`config.mk`:
```
export PLATFORM = sky130hd
export DESIGN_NAME = psramBusCtrl
export DESIGN_NICKNAME = d
export VERILOG_FILES = /design/src/rtl/psramPkg.sv /design/src/rtl/psramCtrl.sv /design/src/rtl/psramDatapath.sv /design/src/rtl/psramBusCtrl.sv
export SDC_FILE = /design/constraint.sdc
export NUM_CORES = 1
export LEC_CHECK = 0
export ABC_AREA = 1
export BUFFER_PORTS_ARGS = -buffer_cell sky130_fd_sc_hd__buf_2
export CAP_MARGIN = 0
export CORE_MARGIN = 2
export CORE_UTILIZATION = 30
export DETAILED_ROUTE_END_ITERATION = 7
export SLEW_MARGIN = 20
export SYNTH_ARGS = -nofsm -noshare
export SYNTH_HDL_FRONTEND = slang
export SYNTH_SLANG_ARGS = --single-unit
```
`constraint.sdc`:
```
create_clock -name clk -period 1.47 [get_ports clk]
set_input_delay 0.3675 -clock clk [delete_from_list [all_inputs] [get_ports clk]]
set_output_delay 0.3675 -clock clk [all_outputs]
set_load 0.02 [all_outputs]
```
`src/rtl/psramPkg.sv`:
```
package psramPkg;

  typedef enum logic [2:0] {
    S_IDLE,
    S_RSETUP,
    S_READ,
    S_WSETUP,
    S_WPULSE,
    S_WREC,
    S_GUARD
  } stateT;

  // control -> datapath strobes
  typedef struct packed {
    logic loadReq;   // latch request fields
    logic selOn;     // chip selected
    logic oeOn;      // output enable active
    logic weOn;      // write enable active
    logic drvOn;     // data drivers on
    logic capture;   // sample read data, raise response
    logic zeroResp;  // answer a zero-mask read with zero
  } strobeT;

  function automatic int maxOf(input int a, input int b);
    return (a > b) ? a : b;
  endfunction

  // ceiling division, never below one cycle
  function automatic int nsToCyc(input int ns, input int clkNs);
    int c;
    c = (ns + clkNs - 1) / clkNs;
    return (c < 1) ? 1 : c;
  endfunction

  function automatic int wePulseNs(input int grade);
    return (grade >= 70) ? 45 : 40;
  endfunction

  function automatic int selToEndNs(input int grade);
    return (grade >= 70) ? 55 : 45;
  endfunction

  localparam int DATA_SETUP_NS = 25;

endpackage

```
`src/rtl/psramCtrl.sv`:
```
module psramCtrl
  import psramPkg::*;
#(
  parameter int RC_CYC    = 14,
  parameter int WP_CYC    = 12,
  parameter int WREC_CYC  = 1,
  parameter int GUARD_CYC = 3500,
  parameter int LIMIT_CYC = 3750
) (
  input  logic   clk,
  input  logic   rstN,
  input  logic   reqValid,
  input  logic   reqWrite,
  input  logic [1:0] reqMask,
  output logic   reqReady,
  output strobeT strobe
);

  localparam int CNT_MAX = maxOf(RC_CYC, maxOf(WP_CYC, WREC_CYC));
  localparam int CNT_W   = $clog2(CNT_MAX + 1);
  localparam int DES_W   = $clog2(RC_CYC + 1);
  localparam int TMR_W   = $clog2(GUARD_CYC + 1);

  stateT            state;
  logic [CNT_W-1:0] cnt;
  logic [DES_W-1:0] deselCnt;
  logic [TMR_W-1:0] selTimer;

  logic accept, maskNone, selected, longDesel, guardDue;

  assign maskNone  = (reqMask == 2'b00);
  assign selected  = (state == S_READ) || (state == S_WPULSE);
  assign longDesel = (deselCnt >= DES_W'(RC_CYC));
  assign guardDue  = (selTimer >= TMR_W'(GUARD_CYC));
  assign reqReady  = (state == S_IDLE) && !guardDue;
  assign accept    = reqValid && reqReady;

  // sequencer
  always_ff @(posedge clk) begin
    if (!rstN) begin
      state <= S_IDLE;
      cnt   <= '0;
    end else begin
      case (state)
        S_IDLE: begin
          if (guardDue) state <= S_GUARD;
          else if (accept && !maskNone) state <= reqWrite ? S_WSETUP : S_RSETUP;
        end
        S_RSETUP: begin
          state <= S_READ;
          cnt   <= CNT_W'(RC_CYC - 1);
        end
        S_READ: begin
          if (cnt == '0) state <= S_IDLE;
          else cnt <= cnt - 1'b1;
        end
        S_WSETUP: begin
          state <= S_WPULSE;
          cnt   <= CNT_W'(WP_CYC - 1);
        end
        S_WPULSE: begin
          if (cnt == '0) begin
            state <= S_WREC;
            cnt   <= CNT_W'(WREC_CYC - 1);
          end else cnt <= cnt - 1'b1;
        end
        S_WREC: begin
          if (cnt == '0) state <= S_IDLE;
          else cnt <= cnt - 1'b1;
        end
        S_GUARD: begin
          if (longDesel) state <= S_IDLE;
        end
        default: state <= S_IDLE;
      endcase
    end
  end

  // deselect run length and time since last long deselect
  always_ff @(posedge clk) begin
    if (!rstN) begin
      deselCnt <= '0;
      selTimer <= '0;
    end else begin
      if (selected) deselCnt <= '0;
      else if (!longDesel) deselCnt <= deselCnt + 1'b1;

      if (longDesel) selTimer <= '0;
      else if (!guardDue) selTimer <= selTimer + 1'b1;
    end
  end

  always_comb begin
    strobe          = '0;
    strobe.loadReq  = accept;
    strobe.selOn    = selected;
    strobe.oeOn     = (state == S_READ);
    strobe.weOn     = (state == S_WPULSE);
    strobe.drvOn    = (state == S_WSETUP) || (state == S_WPULSE) || (state == S_WREC);
    strobe.capture  = (state == S_READ) && (cnt == '0);
    strobe.zeroResp = accept && maskNone && !reqWrite;
  end

  // independent window checker for R8: counts select activity directly
  localparam int CHK_W = $clog2(LIMIT_CYC + 2);
  logic [CHK_W-1:0] chkSince;
  logic [DES_W-1:0] chkHigh;
  always_ff @(posedge clk) begin
    if (!rstN) begin
      chkSince <= '0;
      chkHigh  <= '0;
    end else begin
      if (strobe.selOn) chkHigh <= '0;
      else if (chkHigh < DES_W'(RC_CYC)) chkHigh <= chkHigh + 1'b1;
      if (chkHigh >= DES_W'(RC_CYC)) chkSince <= '0;
      else if (chkSince < CHK_W'(LIMIT_CYC + 1)) chkSince <= chkSince + 1'b1;
    end
  end

  a_r8_deselect_window: assert property (@(posedge clk) disable iff (!rstN)
    chkSince <= CHK_W'(LIMIT_CYC));

  a_r9_busy_after_accept: assert property (@(posedge clk) disable iff (!rstN)
    (reqValid && reqReady && !maskNone) |=> !reqReady);

  a_r8_guard_blocks_requests: assert property (@(posedge clk) disable iff (!rstN)
    (state == S_GUARD) |-> (!reqReady && !strobe.selOn));

endmodule

```
`src/rtl/psramDatapath.sv`:
```
module psramDatapath
  import psramPkg::*;
#(
  parameter int ADDR_W = 18,
  parameter int DATA_W = 16
) (
  input  logic                clk,
  input  logic                rstN,
  input  strobeT              strobe,
  input  logic [ADDR_W-1:0]   reqAddr,
  input  logic [DATA_W-1:0]   reqWdata,
  input  logic [DATA_W/8-1:0] reqMask,
  output logic                rspValid,
  output logic [DATA_W-1:0]   rspData,
  output logic                memCe1N,
  output logic                memCe2,
  output logic                memOeN,
  output logic                memWeN,
  output logic [DATA_W/8-1:0] memByteN,
  output logic [ADDR_W-1:0]   memAddr,
  output logic [DATA_W-1:0]   memDqOut,
  output logic                memDqOe,
  input  logic [DATA_W-1:0]   memDqIn
);

  localparam int LANES = DATA_W / 8;

  logic [ADDR_W-1:0] addrQ;
  logic [DATA_W-1:0] dataQ;
  logic [LANES-1:0]  maskQ;
  logic [DATA_W-1:0] laneData;

  always_ff @(posedge clk) begin
    if (!rstN) begin
      addrQ <= '0;
      dataQ <= '0;
      maskQ <= '0;
    end else if (strobe.loadReq) begin
      addrQ <= reqAddr;
      dataQ <= reqWdata;
      maskQ <= reqMask;
    end
  end

  // per-lane enables and read masking
  for (genvar g = 0; g < LANES; g++) begin : gLane
    assign memByteN[g]        = !(strobe.selOn && maskQ[g]);
    assign laneData[g*8 +: 8] = maskQ[g] ? memDqIn[g*8 +: 8] : 8'h00;
  end

  always_ff @(posedge clk) begin
    if (!rstN) begin
      rspValid <= 1'b0;
      rspData  <= '0;
    end else begin
      rspValid <= strobe.capture || strobe.zeroResp;
      if (strobe.capture) rspData <= laneData;
      else if (strobe.zeroResp) rspData <= '0;
    end
  end

  assign memAddr  = addrQ;
  assign memCe1N  = !strobe.selOn;
  assign memCe2   = strobe.selOn;
  assign memOeN   = !strobe.oeOn;
  assign memWeN   = !strobe.weOn;
  assign memDqOe  = strobe.drvOn;
  assign memDqOut = strobe.drvOn ? dataQ : '0;

  a_r7_drivers_clear_of_oe: assert property (@(posedge clk) disable iff (!rstN)
    !memOeN |-> (!memDqOe && !$past(memDqOe)));

  a_r2_addr_before_select: assert property (@(posedge clk) disable iff (!rstN)
    $fell(memCe1N) |-> $stable(memAddr));

  a_r3_we_inside_select: assert property (@(posedge clk) disable iff (!rstN)
    !memWeN |-> (!memCe1N && memCe2 && memDqOe && memOeN && (memByteN != '1)));

  a_r3_write_stable: assert property (@(posedge clk) disable iff (!rstN)
    (!memWeN && $past(!memWeN)) |-> ($stable(memDqOut) && $stable(memAddr)));

  a_r3_data_hold: assert property (@(posedge clk) disable iff (!rstN)
    $rose(memWeN) |-> (memDqOe && $stable(memDqOut)));

endmodule

```
`src/rtl/psramBusCtrl.sv`:
```
module psramBusCtrl
  import psramPkg::*;
#(
  parameter int CLK_NS   = 4,
  parameter int GRADE_NS = 55,
  parameter int GUARD_NS = 14000,
  parameter int LIMIT_NS = 15000,
  parameter int ADDR_W   = 18,
  parameter int DATA_W   = 16
) (
  input  logic              clk,
  input  logic              rstN,
  input  logic              reqValid,
  output logic              reqReady,
  input  logic              reqWrite,
  input  logic [ADDR_W-1:0] reqAddr,
  input  logic [DATA_W-1:0] reqWdata,
  input  logic [1:0]        reqMask,
  output logic              rspValid,
  output logic [DATA_W-1:0] rspData,
  output logic              memCe1N,
  output logic              memCe2,
  output logic              memOeN,
  output logic              memWeN,
  output logic              memBheN,
  output logic              memBleN,
  output logic [ADDR_W-1:0] memAddr,
  output logic [DATA_W-1:0] memDqOut,
  output logic              memDqOe,
  input  logic [DATA_W-1:0] memDqIn
);

  localparam int RC_CYC    = nsToCyc(GRADE_NS, CLK_NS);
  localparam int WC_CYC    = nsToCyc(GRADE_NS, CLK_NS);
  localparam int WP_NS     = maxOf(maxOf(wePulseNs(GRADE_NS), selToEndNs(GRADE_NS)), DATA_SETUP_NS);
  localparam int WP_CYC    = nsToCyc(WP_NS, CLK_NS);
  localparam int WREC_CYC  = maxOf(1, WC_CYC - 1 - WP_CYC);
  localparam int GUARD_CYC = nsToCyc(GUARD_NS, CLK_NS);
  localparam int LIMIT_CYC = nsToCyc(LIMIT_NS, CLK_NS);

  strobeT    strobe;
  logic [1:0] byteN;

  psramCtrl #(
    .RC_CYC   (RC_CYC),
    .WP_CYC   (WP_CYC),
    .WREC_CYC (WREC_CYC),
    .GUARD_CYC(GUARD_CYC),
    .LIMIT_CYC(LIMIT_CYC)
  ) uCtrl (
    .clk     (clk),
    .rstN    (rstN),
    .reqValid(reqValid),
    .reqWrite(reqWrite),
    .reqMask (reqMask),
    .reqReady(reqReady),
    .strobe  (strobe)
  );

  psramDatapath #(
    .ADDR_W(ADDR_W),
    .DATA_W(DATA_W)
  ) uData (
    .clk     (clk),
    .rstN    (rstN),
    .strobe  (strobe),
    .reqAddr (reqAddr),
    .reqWdata(reqWdata),
    .reqMask (reqMask),
    .rspValid(rspValid),
    .rspData (rspData),
    .memCe1N (memCe1N),
    .memCe2  (memCe2),
    .memOeN  (memOeN),
    .memWeN  (memWeN),
    .memByteN(byteN),
    .memAddr (memAddr),
    .memDqOut(memDqOut),
    .memDqOe (memDqOe),
    .memDqIn (memDqIn)
  );

  assign memBleN = byteN[0];
  assign memBheN = byteN[1];

endmodule

```
==> run metrics <==
dpl hpwl=6696 microns; CTS tree=yes; core box area=11370 sq um; Bufs and invs on worst path=5; synth cell count leaders=103 x nor2_1, 76 x dfxtp_1, 62 x nand2_1; grt met3 use=4.518%; layout cells sized above 1=a little under three fifths; final setup margin=-0.4277 ns; Yosys reg bits=between 70 and 80; RSZ-0062 raised after global routing=true; area grow syn2layout=71.26%; crit-path leading delay family=buffers and inverters; IO buf count=114; hold_buf cts=0; FFs w/ async S/R, synth=0%; GRT met2 Usage=29.78%; failing checks=setup timing; DRC violations left=0; worst hold path type=primary input to register; Most Crowded Layer GR=met2; Reg clk slew, reported paths=around 0.060 ns; type of the worst setup path=register to primary output; DRT antenna net count=0; vias per cell=4.716; Fmax=527.0 MHz; Detailed Routing Iterations Pass 1=4; # setup viols final=84; DR WL/cell=14.34 microns; CTS Buf Count=9; Max-cap violations=0; critical path data arrival time=1.53 ns; Final Hold Vio Count=0; pin count of the biggest net entering global routing=24; Site Rows=39; # clock sinks=76; run status=complete, but fails checks; final critical-path share of the clock period=129.1%; Peak VDD IR=~1.0 mV; n_diodes=0; Fillers=1003; Worst Max-Slew Pin Slew=1.145 ns; Die ar.=12520 sq um; Post-synth top flop=dfxtp_1; Yosys top cell by area=dfxtp_1; top cells by area, synth=dfxtp_1 44%, nor2_1 11%, nand2_1 6.7%; Reg area=1534 sq um; I/O Pins=between 100 and 150; worst-path maximum fanout=4; Critical Path RT=roughly 1.1 ns; Initial Util=approximately 30%; Synth top area share=43.57%; number of global-route vias before repair=~3600; Root Buffer Master=clkbuf_16; Post-Syn Area=3492 sq um; GRT met1 Usage=around 21%; crit path cell chain=buf_6 -> nand2_4 -> nand2_4 -> nor2_4 -> buf_12 -> inv_6 -> nand2_2 -> inv_1 -> buf_6; multi-input logic area=about 2300 sq um; clk_lat worst skew=0.33 ns; P_leak=2.630 nW; synthesis warning total=0; EDFF count, synth=0; first-pass GRT wire length=between 15000 and 20000 microns; synth unique cells=31; Synth Instances=473; clock buffer depth=2; PD cells=~1700 nW/um^2; clk_skew=0.004339 ns; Max Slew Vio Count=0; final net count=706; register area share after synthesis=43.57%; worst slack at placement=-0.1443 ns; die height=roughly 110 microns; CP max stage cell=dfxtp_4; via count=~3700; crit-path max cell delay=0.36 ns; Startpoint Class=register; worst relative slew slack=23.39%; drt total wl=11360 microns; syn_nets=535; die width=111.9 microns; GRT Residual Overflow=0; initial DRC count=144; overall routing resource usage=around 17%; antenna violations before repair=1; CP Capture Type=primary output; Worst Hold Slack=0.2730 ns; Avg Inst Size Synth=7.383 sq um; CTS HTree Levels=3; Tmin final=roughly 1.9 ns; top-count cell post-synth=nor2_1; GP Congestion=just over 0.8
what timing repair did:
action                     4_1_cts  5_1_grt
setup endpoints to repair       80       95
buffers inserted                18       10
cloned                          10        2
gates resized for setup        121      155
pin swaps                       30       43
worst paths after layout:
| check | start | endpoint | slack, ns | depth (start not counted) |
|---|---|---|---|---|
| setup / recovery | uCtrl.state[2] | memDqOut[5] | -0.43 | 9 |
| hold / removal | reqWdata[6] | uData.dataQ[6] | 0.27 | 3 |
| setup reg to reg | uCtrl.state[0] | uData.rspData[12] | -0.38 | 12 |
| hold reg to reg | uCtrl.deselCnt[3] | uCtrl.deselCnt[3] | 0.46 | 2 |
cell families (layout without fill, tap and decap cells):
| family | after synthesis | in the layout | share of synthesized area (%) |
|---|---|---|---|
| and+or+nand+nor | 232 | 234 | 30.35 |
| buffers and inverters | 71 | 245 | 9.244 |
| adders and majority gates | 6 | 6 | 2.150 |
| xor gates and xnor gates | 6 | 6 | 1.505 |
| AOI/OAI and AO/OA | 82 | 82 | 13.19 |
| DFF | 76 | 76 | 43.57 |
stage by stage:
stage / instance area (sq um) / util, % / cells / setup TNS [ns] / total power, W
after floorplan: 3522 / - / 473 / -0.1573 / 0.004995
after global placement: 4417 / 38.85 / 746 / -4.986 / 0.005919
after detailed placement: 4417 / 38.85 / 746 / -6.295 / 0.005987
after CTS: 5522 / 48.56 / 788 / -21.28 / 0.009655
after global routing: 5981 / 52.60 / 792 / -32.59 / 0.01092
final: 5981 / 52.60 / 792 / -26.78 / 0.01033
worst reg2reg max path, delay by kind of cell (launching register included):
kind	cells	cell delay, ns
compound gates	1	0.05
flops	1	0.38
simple gates	6	0.71
buf+inv	5	0.60
sequential cells by signal (all words and copies together), names as in the netlist:
signal          flops
uData.rspValid      1
uData.rspData      16
uCtrl.state         3
uData.maskQ         2
uCtrl.cnt           4
uCtrl.selTimer     12
uData.dataQ        16
uCtrl.deselCnt      4
uData.memAddr      18
report_power, final:
part	total (W)	internal [W]	switching, W
Clock	0.00200	0.00118	0.000827
Sequential	0.00300	0.00257	0.000427
Combinational	0.00533	0.00235	0.00298
cell usage in the layout, fill, tap and decap left out, drive strengths merged:
master  Yosys  routed
buf        13     176
nor2      108     108
dfxtp      76      76
nand2      68      70
inv        49      51
nand3      46      46
o21ai      45      45
a21oi      35      35
clkbuf      7      11
clkinv      2       7
ha          6       6
nor3        5       5
xor2        4       4
or2         3       3
xnor2       2       2
a211oi      2       2
nand3b      1       1
nand4       1       1
metal layers:
layer,up-vias,routed length [microns],share of wire (%)
met4,0,212,1.9
met1,1745,4708,41
met2,116,5846,51
met5,-,0,0
met3,19,591,5.2
li1,1855,-,-
final cells by class:
type / count / area share [%]
timing repair inverter: 2 / 0.4184
clock inverter: 5 / 0.4393
clock buffer: 11 / 4.059
multi-input combinational: 328 / 38.45
sequential: 76 / 25.65
timing repair buffer: 176 / 24.27
tap: 143 / 2.992
inverter: 51 / 3.724
No activity file was read; power rests on OpenSTA's default activity.
